### config.mk
export PLATFORM = sky130hd
export DESIGN_NAME = sflash_xact_engine
export DESIGN_NICKNAME = d
export VERILOG_FILES = /design/src/rtl/sfx_pkg.sv /design/src/rtl/sfx_divider.sv /design/src/rtl/sfx_shifter.sv /design/src/rtl/sfx_bytebuf.sv /design/src/rtl/sfx_sequencer.sv /design/src/rtl/sflash_xact_engine.sv
export SDC_FILE = /design/constraint.sdc
export NUM_CORES = 1
export LEC_CHECK = 0
export BUFFER_PORTS_ARGS = -buffer_cell sky130_fd_sc_hd__buf_2
export CAP_MARGIN = 0
export CORE_MARGIN = 2
export CORE_UTILIZATION = 65
export DETAILED_ROUTE_END_ITERATION = 16
export HOLD_SLACK_MARGIN = 0.03
export PLACE_DENSITY_LB_ADDON = 0.08
export SYNTH_ARGS = -nofsm -noshare
export SYNTH_HDL_FRONTEND = slang
export SYNTH_SLANG_ARGS = --single-unit
### constraint.sdc
create_clock -name clk -period 6.2 [get_ports clk]
set_input_delay 0.62 -clock clk [delete_from_list [all_inputs] [get_ports clk]]
set_output_delay 0.62 -clock clk [all_outputs]
set_load 0.02 [all_outputs]
### src/rtl/sfx_pkg.sv
// Shared types for the serial flash transaction engine.
// Assumes: mode bit 0 selects an address phase; bits 2:1 select the data kind.
package sfx_pkg;
    typedef enum logic [2:0] {
        ST_IDLE,
        ST_CMD,
        ST_ADDR,
        ST_DOUT,
        ST_DIN,
        ST_PCMD,
        ST_PRD
    } sfx_state_e;

    localparam logic [1:0] DK_NONE = 2'b00;
    localparam logic [1:0] DK_OUT  = 2'b01;
    localparam logic [1:0] DK_IN   = 2'b10;
    localparam logic [1:0] DK_POLL = 2'b11;

    localparam logic [7:0] OPC_READ_STATUS = 8'h05;
endpackage

### src/rtl/sfx_divider.sv
// Half-period tick generator for the serial clock.
// Assumes: restart arrives in the cycle a byte is loaded; a tick fires once
// every div+1 cycles while enabled.
module sfx_divider #(
    parameter int DIV_W = 16
) (
    input  logic             clk,
    input  logic             rst_n,
    input  logic             en,
    input  logic             restart,
    input  logic [DIV_W-1:0] div,
    output logic             tick
);
    logic [DIV_W-1:0] cnt_q;

    assign tick = en && (cnt_q == div);

    // Count system cycles within one serial half period.
    always_ff @(posedge clk) begin
        if (!rst_n) begin
            cnt_q <= '0;
        end else if (!en || restart || tick) begin
            cnt_q <= '0;
        end else begin
            cnt_q <= cnt_q + 1'b1;
        end
    end
endmodule

### src/rtl/sfx_shifter.sv
// One-byte serial shifter: clock idles low, launches on falling edge,
// samples on rising edge, MSB first.
// Assumes: go is only honoured while idle; tick paces each half period.
module sfx_shifter #(
    parameter int BYTE_W = 8
) (
    input  logic              clk,
    input  logic              rst_n,
    input  logic              tick,
    input  logic              go,
    input  logic [BYTE_W-1:0] tx_byte,
    input  logic              miso,
    output logic              sclk,
    output logic              mosi,
    output logic              active,
    output logic              byte_done,
    output logic [BYTE_W-1:0] rx_byte
);
    localparam int CNT_W = $clog2(BYTE_W);
    localparam logic [CNT_W-1:0] LAST_BIT = CNT_W'(BYTE_W - 1);

    logic [BYTE_W-1:0] tx_q;
    logic [BYTE_W-1:0] rx_q;
    logic [CNT_W-1:0]  bit_q;

    assign mosi    = tx_q[BYTE_W-1];
    assign rx_byte = rx_q;

    // Shift one byte out and one byte in, toggling sclk on each tick.
    always_ff @(posedge clk) begin
        if (!rst_n) begin
            tx_q      <= '0;
            rx_q      <= '0;
            bit_q     <= '0;
            sclk      <= 1'b0;
            active    <= 1'b0;
            byte_done <= 1'b0;
        end else begin
            byte_done <= 1'b0;
            if (go && !active) begin
                tx_q   <= tx_byte;
                bit_q  <= '0;
                sclk   <= 1'b0;
                active <= 1'b1;
            end else if (active && tick) begin
                if (!sclk) begin
                    sclk <= 1'b1;
                    rx_q <= {rx_q[BYTE_W-2:0], miso};
                end else begin
                    sclk <= 1'b0;
                    if (bit_q == LAST_BIT) begin
                        active    <= 1'b0;
                        byte_done <= 1'b1;
                    end else begin
                        bit_q <= bit_q + 1'b1;
                        tx_q  <= {tx_q[BYTE_W-2:0], 1'b0};
                    end
                end
            end
        end
    end
endmodule

### src/rtl/sfx_bytebuf.sv
// Payload byte buffer: one write port, two combinational read ports.
// Assumes: the caller muxes engine and host writes onto the single port.
module sfx_bytebuf #(
    parameter int DEPTH = 16
) (
    input  logic                     clk,
    input  logic                     wr_en,
    input  logic [$clog2(DEPTH)-1:0] wr_addr,
    input  logic [7:0]               wr_data,
    input  logic [$clog2(DEPTH)-1:0] rd_addr_a,
    output logic [7:0]               rd_data_a,
    input  logic [$clog2(DEPTH)-1:0] rd_addr_b,
    output logic [7:0]               rd_data_b
);
    logic [7:0] mem [DEPTH];

    assign rd_data_a = mem[rd_addr_a];
    assign rd_data_b = mem[rd_addr_b];

    // Store one byte per write strobe.
    always_ff @(posedge clk) begin
        if (wr_en) begin
            mem[wr_addr] <= wr_data;
        end
    end
endmodule

### src/rtl/sfx_sequencer.sv
// Phase sequencer: walks opcode, address, payload or status-poll phases and
// owns chip select, done, timeout and the buffer pointer.
// Assumes: the shifter raises byte_done for one cycle per finished byte and
// accepts go one cycle later.
module sfx_sequencer
    import sfx_pkg::*;
#(
    parameter int LEN_W      = 16,
    parameter int BUF_AW     = 4,
    parameter int POLL_LIMIT = 65535
) (
    input  logic              clk,
    input  logic              rst_n,
    input  logic              start,
    input  logic [2:0]        mode,
    input  logic              addr_wide,
    input  logic [7:0]        cmd,
    input  logic [31:0]       addr,
    input  logic [LEN_W-1:0]  len,
    input  logic              byte_done,
    input  logic [7:0]        rx_byte,
    input  logic [7:0]        rd_data,
    output logic [BUF_AW-1:0] rd_addr,
    output logic              wr_en,
    output logic [BUF_AW-1:0] wr_addr,
    output logic [7:0]        wr_data,
    output logic              go,
    output logic [7:0]        tx_byte,
    output logic              cs_n,
    output logic              busy,
    output logic              done,
    output logic              timeout_err,
    output logic [7:0]        poll_status
);
    localparam int PC_W = $clog2(POLL_LIMIT + 1);
    localparam logic [PC_W-1:0] POLL_LAST = PC_W'(POLL_LIMIT - 1);

    sfx_state_e       state_q;
    logic [2:0]       mode_q;
    logic             wide_q;
    logic [31:0]      addr_q;
    logic [LEN_W-1:0] len_q;
    logic [LEN_W-1:0] cnt_q;
    logic [1:0]       aidx_q;
    logic [PC_W-1:0]  pcnt_q;

    logic [LEN_W-1:0] cnt_nx;
    logic [1:0]       aidx_nx;
    logic [1:0]       dkind;
    logic             len_zero;

    assign cnt_nx   = cnt_q + 1'b1;
    assign aidx_nx  = aidx_q - 2'd1;
    assign dkind    = mode_q[2:1];
    assign len_zero = (len_q == '0);
    assign busy     = (state_q != ST_IDLE);

    // Buffer pointer: next outgoing byte while streaming, else entry 0.
    always_comb begin
        rd_addr = '0;
        if (state_q == ST_DOUT) begin
            rd_addr = cnt_nx[BUF_AW-1:0];
        end
    end

    // Capture each incoming payload byte into the buffer.
    always_comb begin
        wr_en   = (state_q == ST_DIN) && byte_done;
        wr_addr = cnt_q[BUF_AW-1:0];
        wr_data = rx_byte;
    end

    // Phase state machine and chip-select control.
    always_ff @(posedge clk) begin
        if (!rst_n) begin
            state_q     <= ST_IDLE;
            mode_q      <= '0;
            wide_q      <= 1'b0;
            addr_q      <= '0;
            len_q       <= '0;
            cnt_q       <= '0;
            aidx_q      <= '0;
            pcnt_q      <= '0;
            go          <= 1'b0;
            tx_byte     <= '0;
            cs_n        <= 1'b1;
            done        <= 1'b0;
            timeout_err <= 1'b0;
            poll_status <= '0;
        end else begin
            go <= 1'b0;
            case (state_q)
                ST_IDLE: begin
                    if (start) begin
                        mode_q      <= mode;
                        wide_q      <= addr_wide;
                        addr_q      <= addr;
                        len_q       <= len;
                        cnt_q       <= '0;
                        pcnt_q      <= '0;
                        done        <= 1'b0;
                        timeout_err <= 1'b0;
                        cs_n        <= 1'b0;
                        go          <= 1'b1;
                        if (mode[2:1] == DK_POLL) begin
                            tx_byte <= OPC_READ_STATUS;
                            state_q <= ST_PCMD;
                        end else begin
                            tx_byte <= cmd;
                            state_q <= ST_CMD;
                        end
                    end
                end
                ST_CMD, ST_ADDR: begin
                    if (byte_done) begin
                        if (state_q == ST_CMD && mode_q[0]) begin
                            state_q <= ST_ADDR;
                            aidx_q  <= wide_q ? 2'd3 : 2'd2;
                            tx_byte <= wide_q ? addr_q[31:24] : addr_q[23:16];
                            go      <= 1'b1;
                        end else if (state_q == ST_ADDR && aidx_q != 2'd0) begin
                            aidx_q  <= aidx_nx;
                            tx_byte <= addr_q[{aidx_nx, 3'b000} +: 8];
                            go      <= 1'b1;
                        end else if (dkind == DK_OUT && !len_zero) begin
                            state_q <= ST_DOUT;
                            tx_byte <= rd_data;
                            go      <= 1'b1;
                        end else if (dkind == DK_IN && !len_zero) begin
                            state_q <= ST_DIN;
                            tx_byte <= '0;
                            go      <= 1'b1;
                        end else begin
                            state_q <= ST_IDLE;
                            cs_n    <= 1'b1;
                            done    <= 1'b1;
                        end
                    end
                end
                ST_DOUT, ST_DIN: begin
                    if (byte_done) begin
                        cnt_q <= cnt_nx;
                        if (cnt_nx == len_q) begin
                            state_q <= ST_IDLE;
                            cs_n    <= 1'b1;
                            done    <= 1'b1;
                        end else begin
                            tx_byte <= (state_q == ST_DOUT) ? rd_data : 8'h00;
                            go      <= 1'b1;
                        end
                    end
                end
                ST_PCMD: begin
                    if (byte_done) begin
                        state_q <= ST_PRD;
                        tx_byte <= '0;
                        go      <= 1'b1;
                    end
                end
                ST_PRD: begin
                    if (byte_done) begin
                        poll_status <= rx_byte;
                        if (!rx_byte[0]) begin
                            state_q <= ST_IDLE;
                            cs_n    <= 1'b1;
                            done    <= 1'b1;
                        end else if (pcnt_q == POLL_LAST) begin
                            state_q     <= ST_IDLE;
                            cs_n        <= 1'b1;
                            done        <= 1'b1;
                            timeout_err <= 1'b1;
                        end else begin
                            pcnt_q  <= pcnt_q + 1'b1;
                            tx_byte <= '0;
                            go      <= 1'b1;
                        end
                    end
                end
                default: state_q <= ST_IDLE;
            endcase
        end
    end
endmodule

### src/rtl/sflash_xact_engine.sv
// Top level: wires divider, shifter, sequencer and payload buffer.
// Assumes: the host touches the buffer only while busy is low.
module sflash_xact_engine #(
    parameter int BUF_DEPTH  = 16,
    parameter int LEN_W      = 16,
    parameter int DIV_W      = 16,
    parameter int POLL_LIMIT = 65535
) (
    input  logic                         clk,
    input  logic                         rst_n,
    input  logic                         start,
    input  logic [2:0]                   mode,
    input  logic                         addr_wide,
    input  logic [7:0]                   cmd,
    input  logic [31:0]                  addr,
    input  logic [LEN_W-1:0]             len,
    input  logic [DIV_W-1:0]             clk_div,
    input  logic                         host_wr_en,
    input  logic [$clog2(BUF_DEPTH)-1:0] host_addr,
    input  logic [7:0]                   host_wdata,
    output logic [7:0]                   host_rdata,
    output logic                         sclk,
    output logic                         cs_n,
    output logic                         mosi,
    input  logic                         miso,
    output logic                         busy,
    output logic                         done,
    output logic                         timeout_err,
    output logic [7:0]                   poll_status
);
    localparam int BUF_AW = $clog2(BUF_DEPTH);

    logic              tick;
    logic              go;
    logic              active;
    logic              byte_done;
    logic [7:0]        tx_byte;
    logic [7:0]        rx_byte;
    logic [BUF_AW-1:0] eng_rd_addr;
    logic [7:0]        eng_rd_data;
    logic              eng_wr_en;
    logic [BUF_AW-1:0] eng_wr_addr;
    logic [7:0]        eng_wr_data;
    logic              mem_wr_en;
    logic [BUF_AW-1:0] mem_wr_addr;
    logic [7:0]        mem_wr_data;

    // Engine writes take the buffer port ahead of host writes.
    always_comb begin
        mem_wr_en   = eng_wr_en || host_wr_en;
        mem_wr_addr = eng_wr_en ? eng_wr_addr : host_addr;
        mem_wr_data = eng_wr_en ? eng_wr_data : host_wdata;
    end

    sfx_divider #(.DIV_W(DIV_W)) u_div (
        .clk     (clk),
        .rst_n   (rst_n),
        .en      (active),
        .restart (go),
        .div     (clk_div),
        .tick    (tick)
    );

    sfx_shifter #(.BYTE_W(8)) u_shift (
        .clk       (clk),
        .rst_n     (rst_n),
        .tick      (tick),
        .go        (go),
        .tx_byte   (tx_byte),
        .miso      (miso),
        .sclk      (sclk),
        .mosi      (mosi),
        .active    (active),
        .byte_done (byte_done),
        .rx_byte   (rx_byte)
    );

    sfx_sequencer #(
        .LEN_W      (LEN_W),
        .BUF_AW     (BUF_AW),
        .POLL_LIMIT (POLL_LIMIT)
    ) u_seq (
        .clk         (clk),
        .rst_n       (rst_n),
        .start       (start),
        .mode        (mode),
        .addr_wide   (addr_wide),
        .cmd         (cmd),
        .addr        (addr),
        .len         (len),
        .byte_done   (byte_done),
        .rx_byte     (rx_byte),
        .rd_data     (eng_rd_data),
        .rd_addr     (eng_rd_addr),
        .wr_en       (eng_wr_en),
        .wr_addr     (eng_wr_addr),
        .wr_data     (eng_wr_data),
        .go          (go),
        .tx_byte     (tx_byte),
        .cs_n        (cs_n),
        .busy        (busy),
        .done        (done),
        .timeout_err (timeout_err),
        .poll_status (poll_status)
    );

    sfx_bytebuf #(.DEPTH(BUF_DEPTH)) u_buf (
        .clk       (clk),
        .wr_en     (mem_wr_en),
        .wr_addr   (mem_wr_addr),
        .wr_data   (mem_wr_data),
        .rd_addr_a (eng_rd_addr),
        .rd_data_a (eng_rd_data),
        .rd_addr_b (host_addr),
        .rd_data_b (host_rdata)
    );
endmodule

* Word-level counts from Yosys, hierarchy flattened
Memory sizes are Yosys's and may differ from the RTL's.
Index checks and enable logic that the tools add are counted.
** Operators by class
- Reductions and logical operators :: 43
- Shift operators :: 1
- Equality and inequality tests :: 31
- Bitwise gates (word level) :: 5
- Multiplexer cells :: 83
- $add $sub $neg :: 5
** Operator list (count)
- 8-bit 2-to-1 mux :: 20
- 16-bit 2-to-1 mux :: 5
- 16-bit case mux with 2 select lines :: 2
- 16-bit by 1-bit adder with 16-bit output, second input constant :: 3
- 8-bit case mux with 5 select lines :: 1
- 3-bit 2-to-1 mux :: 13
- 1-bit 2-to-1 mux :: 34
- 16-bit equality test :: 2
- 32-bit by 6-bit variable part select with 8-bit output :: 1
- 2-bit != test, second input constant :: 12
- 3-bit AND reduction :: 6
- 16-bit equality test, second input constant :: 1
- 16-bit zero test :: 1
- 3-bit case mux with 5 select lines :: 1
- 2-bit nonzero test :: 7
- 3-bit equality test, second input constant :: 4
- 11-bit AND reduction :: 1
- 10-bit AND reduction :: 1
- 5-bit AND reduction :: 2
- 1-bit logical AND :: 8
- 4-bit 2-to-1 mux :: 2
- 8-bit AND reduction :: 1
- 2-bit OR reduction :: 4
- 3-bit by 2-bit equality test with 1-bit output, second input constant :: 2
- 21 further kinds :: 34
** Word-level totals
- Logic and storage cells :: 190
- Memories kept :: 1
- Bits of input ports :: 93
- Bits in registers :: 147
- Bits in writable memories :: 128
- Output and inout port bits :: 22
** Memories
- u_buf.mem :: words 16, bits a word 8, read ports 2, clocked after memory_dff 0, wr ports 1, RTL line sfx_bytebuf.sv:15 : logic [7:0] mem [DEPTH];

* Longest topological paths before layout
- Word-level depth :: 9
- Depth in mapped cells :: 10

* Hierarchy
Synthesis repeated with hierarchy kept, for this count alone.
** Second synthesis, totals
- Cell total of the unflattened synthesis :: 1239
- Area, all modules :: 13943.4 um^2
** Modules (own cells, without submodules)
- sfx_bytebuf :: cells an instance 291, area each 6024.5 um^2, times used 1
- sfx_sequencer :: cells an instance 747, area each 5944.5 um^2, times used 1
- sfx_shifter :: cells an instance 87, area each 915.9 um^2, times used 1
- sfx_divider :: cells an instance 100, area each 872.1 um^2, times used 1
- sflash_xact_engine :: cells an instance 14, area each 186.4 um^2, times used 1

* Worst setup path after synthesis
Ideal clock, no wire load.
- Path kind :: input to output
- From :: input host_addr[0]
- To :: output host_rdata[0]
- Buffers on the path :: 2
- Stages :: 4
- Slack :: 2.899 ns
- Arrival :: 2.681 ns
- Cell sequence :: clkbuf_1 -> buf_1 -> mux4_2 -> mux4_2
** On the way
- Word-level cells in the longest chain between the ends :: 1
** Ends and longest elaborated chain
- start: declaration :: RTL line sflash_xact_engine.sv:19 : input logic [$clog2(BUF_DEPTH)-1:0] host_addr,
- memory read 16 x 8 bit
- end: declaration :: RTL line sflash_xact_engine.sv:21 : output logic [7:0] host_rdata,
No other way between the ends.

* Worst setup path in the final report
- From :: register u_seq.cnt_q[0]
- To :: register u_seq.tx_byte[4]
** On the way
- Word-level cells in the longest chain between the ends :: 8
- Elaborated cells on any way between the ends :: 14
** Ends and longest elaborated chain
- start: declaration :: RTL line sfx_sequencer.sv:43 : logic [LEN_W-1:0] cnt_q;
- start signal: assignment :: RTL line sfx_sequencer.sv:142 : cnt_q <= cnt_nx;
- 16-bit by 1-bit adder with 16-bit output (*) :: RTL line sfx_sequencer.sv:52 : assign cnt_nx = cnt_q + 1'b1;
- 4-bit 2-to-1 mux :: RTL line sfx_sequencer.sv:61 : if (state_q == ST_DOUT) begin
- memory read 16 x 8 bit
- 8-bit 2-to-1 mux :: RTL line sfx_sequencer.sv:125 : end else if (dkind == DK_OUT && !len_zero) begin
- 8-bit 2-to-1 mux :: RTL line sfx_sequencer.sv:121 : end else if (state_q == ST_ADDR && aidx_q != 2'd0) begin
- 8-bit 2-to-1 mux :: RTL line sfx_sequencer.sv:116 : if (state_q == ST_CMD && mode_q[0]) begin
- 8-bit 2-to-1 mux :: RTL line sfx_sequencer.sv:115 : if (byte_done) begin
- 8-bit case mux with 5 select lines :: RTL line sfx_sequencer.sv:92 : case (state_q)
- end signal: assignment :: RTL line sfx_sequencer.sv:119 : tx_byte <= wide_q ? addr_q[31:24] : addr_q[23:16];
- end signal: assignment :: RTL line sfx_sequencer.sv:123 : tx_byte <= addr_q[{aidx_nx, 3'b000} +: 8];
- end signal: assignment :: RTL line sfx_sequencer.sv:127 : tx_byte <= rd_data;
- end: declaration :: RTL line sfx_sequencer.sv:28 : output logic [7:0] tx_byte,
Mark *: on every way between the ends. The rest lies on a longest branch, timed or not. The select of a mux whose other input is x is not followed.
A chain may end at the register's enable or synchronous reset.

==> results.json <==
{
  "worst_ep_arrival_time_ps": 4520,
  "synth_top_area_share_pct": 27.8,
  "num_vias": 10900,
  "clkLatencyLatePin_ps": 560,
  "drc": 0,
  "ir_drop_mv": 0.261,
  "grt_pass1_vias": 10400,
  "tightest_slew_ps": 1230,
  "cts_sinks": 275,
  "hold_path.class": "input pin to flop",
  "design_area_um2": 15400,
  "port_buffers": 114,
  "postCtsHoldBufs": 0,
  "ys_ff_latch": 275,
  "synthArstFlopShare_pct": 0,
  "clock_skew_ps": 22.4,
  "critPathKind": "flop to flop",
  "cp-start-kind": "flop",
  "dr.pass1.iters": 6,
  "maxCapViolations": 0,
  "die_area_um2": 22500,
  "fill_cells": 1486,
  "syn_area_per_cell_um2": 10.6,
  "die_h_um": 150,
  "synth-seq-area-share_pct": 49.1,
  "cts_tree": "done",
  "cts_htree_levels": 1,
  "cp_cell_sequence": "ha_1, and4_1, nand3_2, o32a_1, a2111o_1, a2111oi_2, a21boi_2, o211a_1",
  "setup_viol": 0,
  "syn2layout_area_growth_pct": 11.4,
  "end_kind": "flop",
  "finalSetupTns_ps": 0,
  "hold_viol_final": 0,
  "grt_max_degree": 56,
  "syn-instance-count": 1302,
  "synth_cell_types": 84,
  "initial_core_util_pct": 66.0,
  "wl_mm": 36.4,
  "routabilityCongestion": 0.950,
  "die_width_um": 150,
  "vias_per_cell": 6.57,
  "synthTopCellsByArea": "edfxtp_1 (28%), dfxtp_1 (21%), mux4_2 (9.1%)",
  "postCtsSetupBuffers": 0,
  "cts-root-buf": "clkbuf_16",
  "final_min_period_over_clock_period_pct": 66.0,
  "fin_nets": 1465,
  "max_freq_mhz": 244,
  "crit_slowest_cell": "dfxtp_2",
  "gr-usage-all-layers_pct": 32.5,
  "cp.required_ps": 6630,
  "seqCellArea_um2": 6790,
  "maxSlewHeadroom_pct": 15.9,
  "wl_per_cell_um": 21.9,
  "clkTransAtPathRegs_ps": 60,
  "synthesis.nets": 1402,
  "report.final.slew_viol_count": 0,
  "yosys_warnings": 0,
  "p_per_area_nw_per_um2": 307,
  "critPathMaxStageDelay_ps": 980,
  "pin_count": 115,
  "critPathTopFamily": "compound AO/OA/AOI/OAI gates",
  "min_period_ps": 4090,
  "rsz0062_at_grt": "no",
  "synth-edff-count": 128,
  "cts_inserted_buffers": 28,
  "ant_nets": 0,
  "fin_util_pct": 73.5,
  "p_leak_nw": 5.46,
  "outcome": "finished, final reports clean",
  "antenna_found_initial": 4,
  "rows": 53,
  "multiInputGateArea_um2": 6640,
  "synth-main-ff-cell": "dfxtp_1",
  "synth.largest_area_cell": "edfxtp_1",
  "overflow": 0,
  "grt_pass1_wl_mm": 56.6,
  "layout-drive-gt1-share_pct": 18.6,
  "mappedNetlistArea_um2": 13800,
  "path_max_fanout": 38,
  "clk_path_buf_depth": 3,
  "hpwl_mm": 25.2,
  "drt_iter0_markers": 1199,
  "cts_resized": 0,
  "power_w": 0.00472,
  "core_um2": 21000,
  "crit_buf_inv": 0,
  "placed_cell_area_um2": 14500
}
## synthesized netlist by cell type, types with 7 or more instances
cell type and count:
o21ai_0 24, nor3_1 17, clkbuf_1 72, a2bb2oi_1 7, dfxtp_1 147, mux2_2 8, inv_1 14, ha_1 7
o211a_1 7, o211ai_1 10, nor4_1 10, nand2_1 185, nand3_1 27, mux2i_1 57, a221o_1 8, mux4_2 56
a21oi_1 96, xnor2_1 27, nand4_1 20, and2_1 8, a31oi_1 22, nor2_1 110, a211oi_1 25, xor2_1 34
edfxtp_1 128, and3_1 10, buf_1 7, a221oi_1 14, a21o_1 12, buf_2 9, o22ai_1 10
## worst paths after layout
check,start,endpoint,slack [ps],cells after the start
setup / recovery,u_seq.cnt_q[0]$_SDFFE_PN0P_,u_seq.tx_byte[4]$_SDFFE_PN0P_,2110,8
hold / removal,addr[5],u_seq.addr_q[5]$_SDFFE_PN0P_,300,3
setup reg to reg,u_seq.cnt_q[0]$_SDFFE_PN0P_,u_seq.tx_byte[4]$_SDFFE_PN0P_,2110,8
hold reg to reg,u_seq.poll_status[7]$_SDFFE_PN0P_,u_seq.poll_status[7]$_SDFFE_PN0P_,460,2
## sequential cells by signal, summed over array words and instances (netlist names), 2 cells and up
register and flops:
u_seq.tx_byte 8, u_shift.rx_byte 8, u_buf.mem 128, u_shift.tx_q 8, u_seq.poll_status 8, u_seq.aidx_q 2
u_seq.state_q 3, u_seq.mode_q 3, u_seq.cnt_q 16, u_seq.addr_q 32, u_div.cnt_q 16, u_seq.pcnt_q 16
u_seq.len_q 16, u_shift.bit_q 3
## where the power goes
part           internal, W  switching [W]
clock network     0.000972       0.000680
registers          0.00203       0.000123
logic             0.000352       0.000565
## tightest hold or removal path, cell delays in order
cell and delay (ps):
buf_2 100, nand2_1 50, a21oi_1 50
## routing by layer
metal  routed length, um  GRT usage, %  share of wire, %  vias up
met5                   0             0                 0        -
met4                1570          12.7               4.3        0
met3                2810          4.12               7.7      101
met2               17800          54.7                49      529
met1               14300          43.1                39     5298
li1                    -             -                 -     5008
## cell usage in the layout, fill, tap and decap left out, types with 25 or more instances in the layout
cell type  synthesis  layout
a211oi_1          25      25
a21oi_1           96      96
buf_2              9     114
clkbuf_16          0      28
dfxtp_1          147     146
edfxtp_1         128     128
mux2i_1           57      57
mux4_2            56      56
nand2_1          185     184
nand3_1           27      27
nor2_1           110     110
xnor2_1           27      27
xor2_1            34      34
## metrics by stage
step                hold slack, ps  setup slack, ps  std cells
CTS                            287             2120       1660
global placement               442             2230       1610
finish                         304             2110       1664
detailed placement             447             2160       1610
floorplan                      433             2900       1302
global route                   303             1860       1664
## cells by family after synthesis
kind of cell / count (synthesis) / share of synthesized area, %
and+or+nand+nor: 443 / 15.1
AOI/OAI and AO/OA: 285 / 14.0
DFF: 275 / 49.1
muxes: 121 / 13.9
buffers and inverters: 108 / 3.10
xor gates and xnor gates: 63 / 4.14
adders and majority gates: 7 / 0.633
## area by class of cell
cell class | instances | share of cell area [%]
sequential | 275 | 44.1
multi-input combinational | 919 | 43.1
clock buffer | 42 | 5.22
timing repair buffer | 125 | 4.24
tap | 275 | 2.23
clock inverter | 8 | 0.634
inverter | 16 | 0.390
antenna | 4 | 0.0650
(Power assumes the default switching activity.)
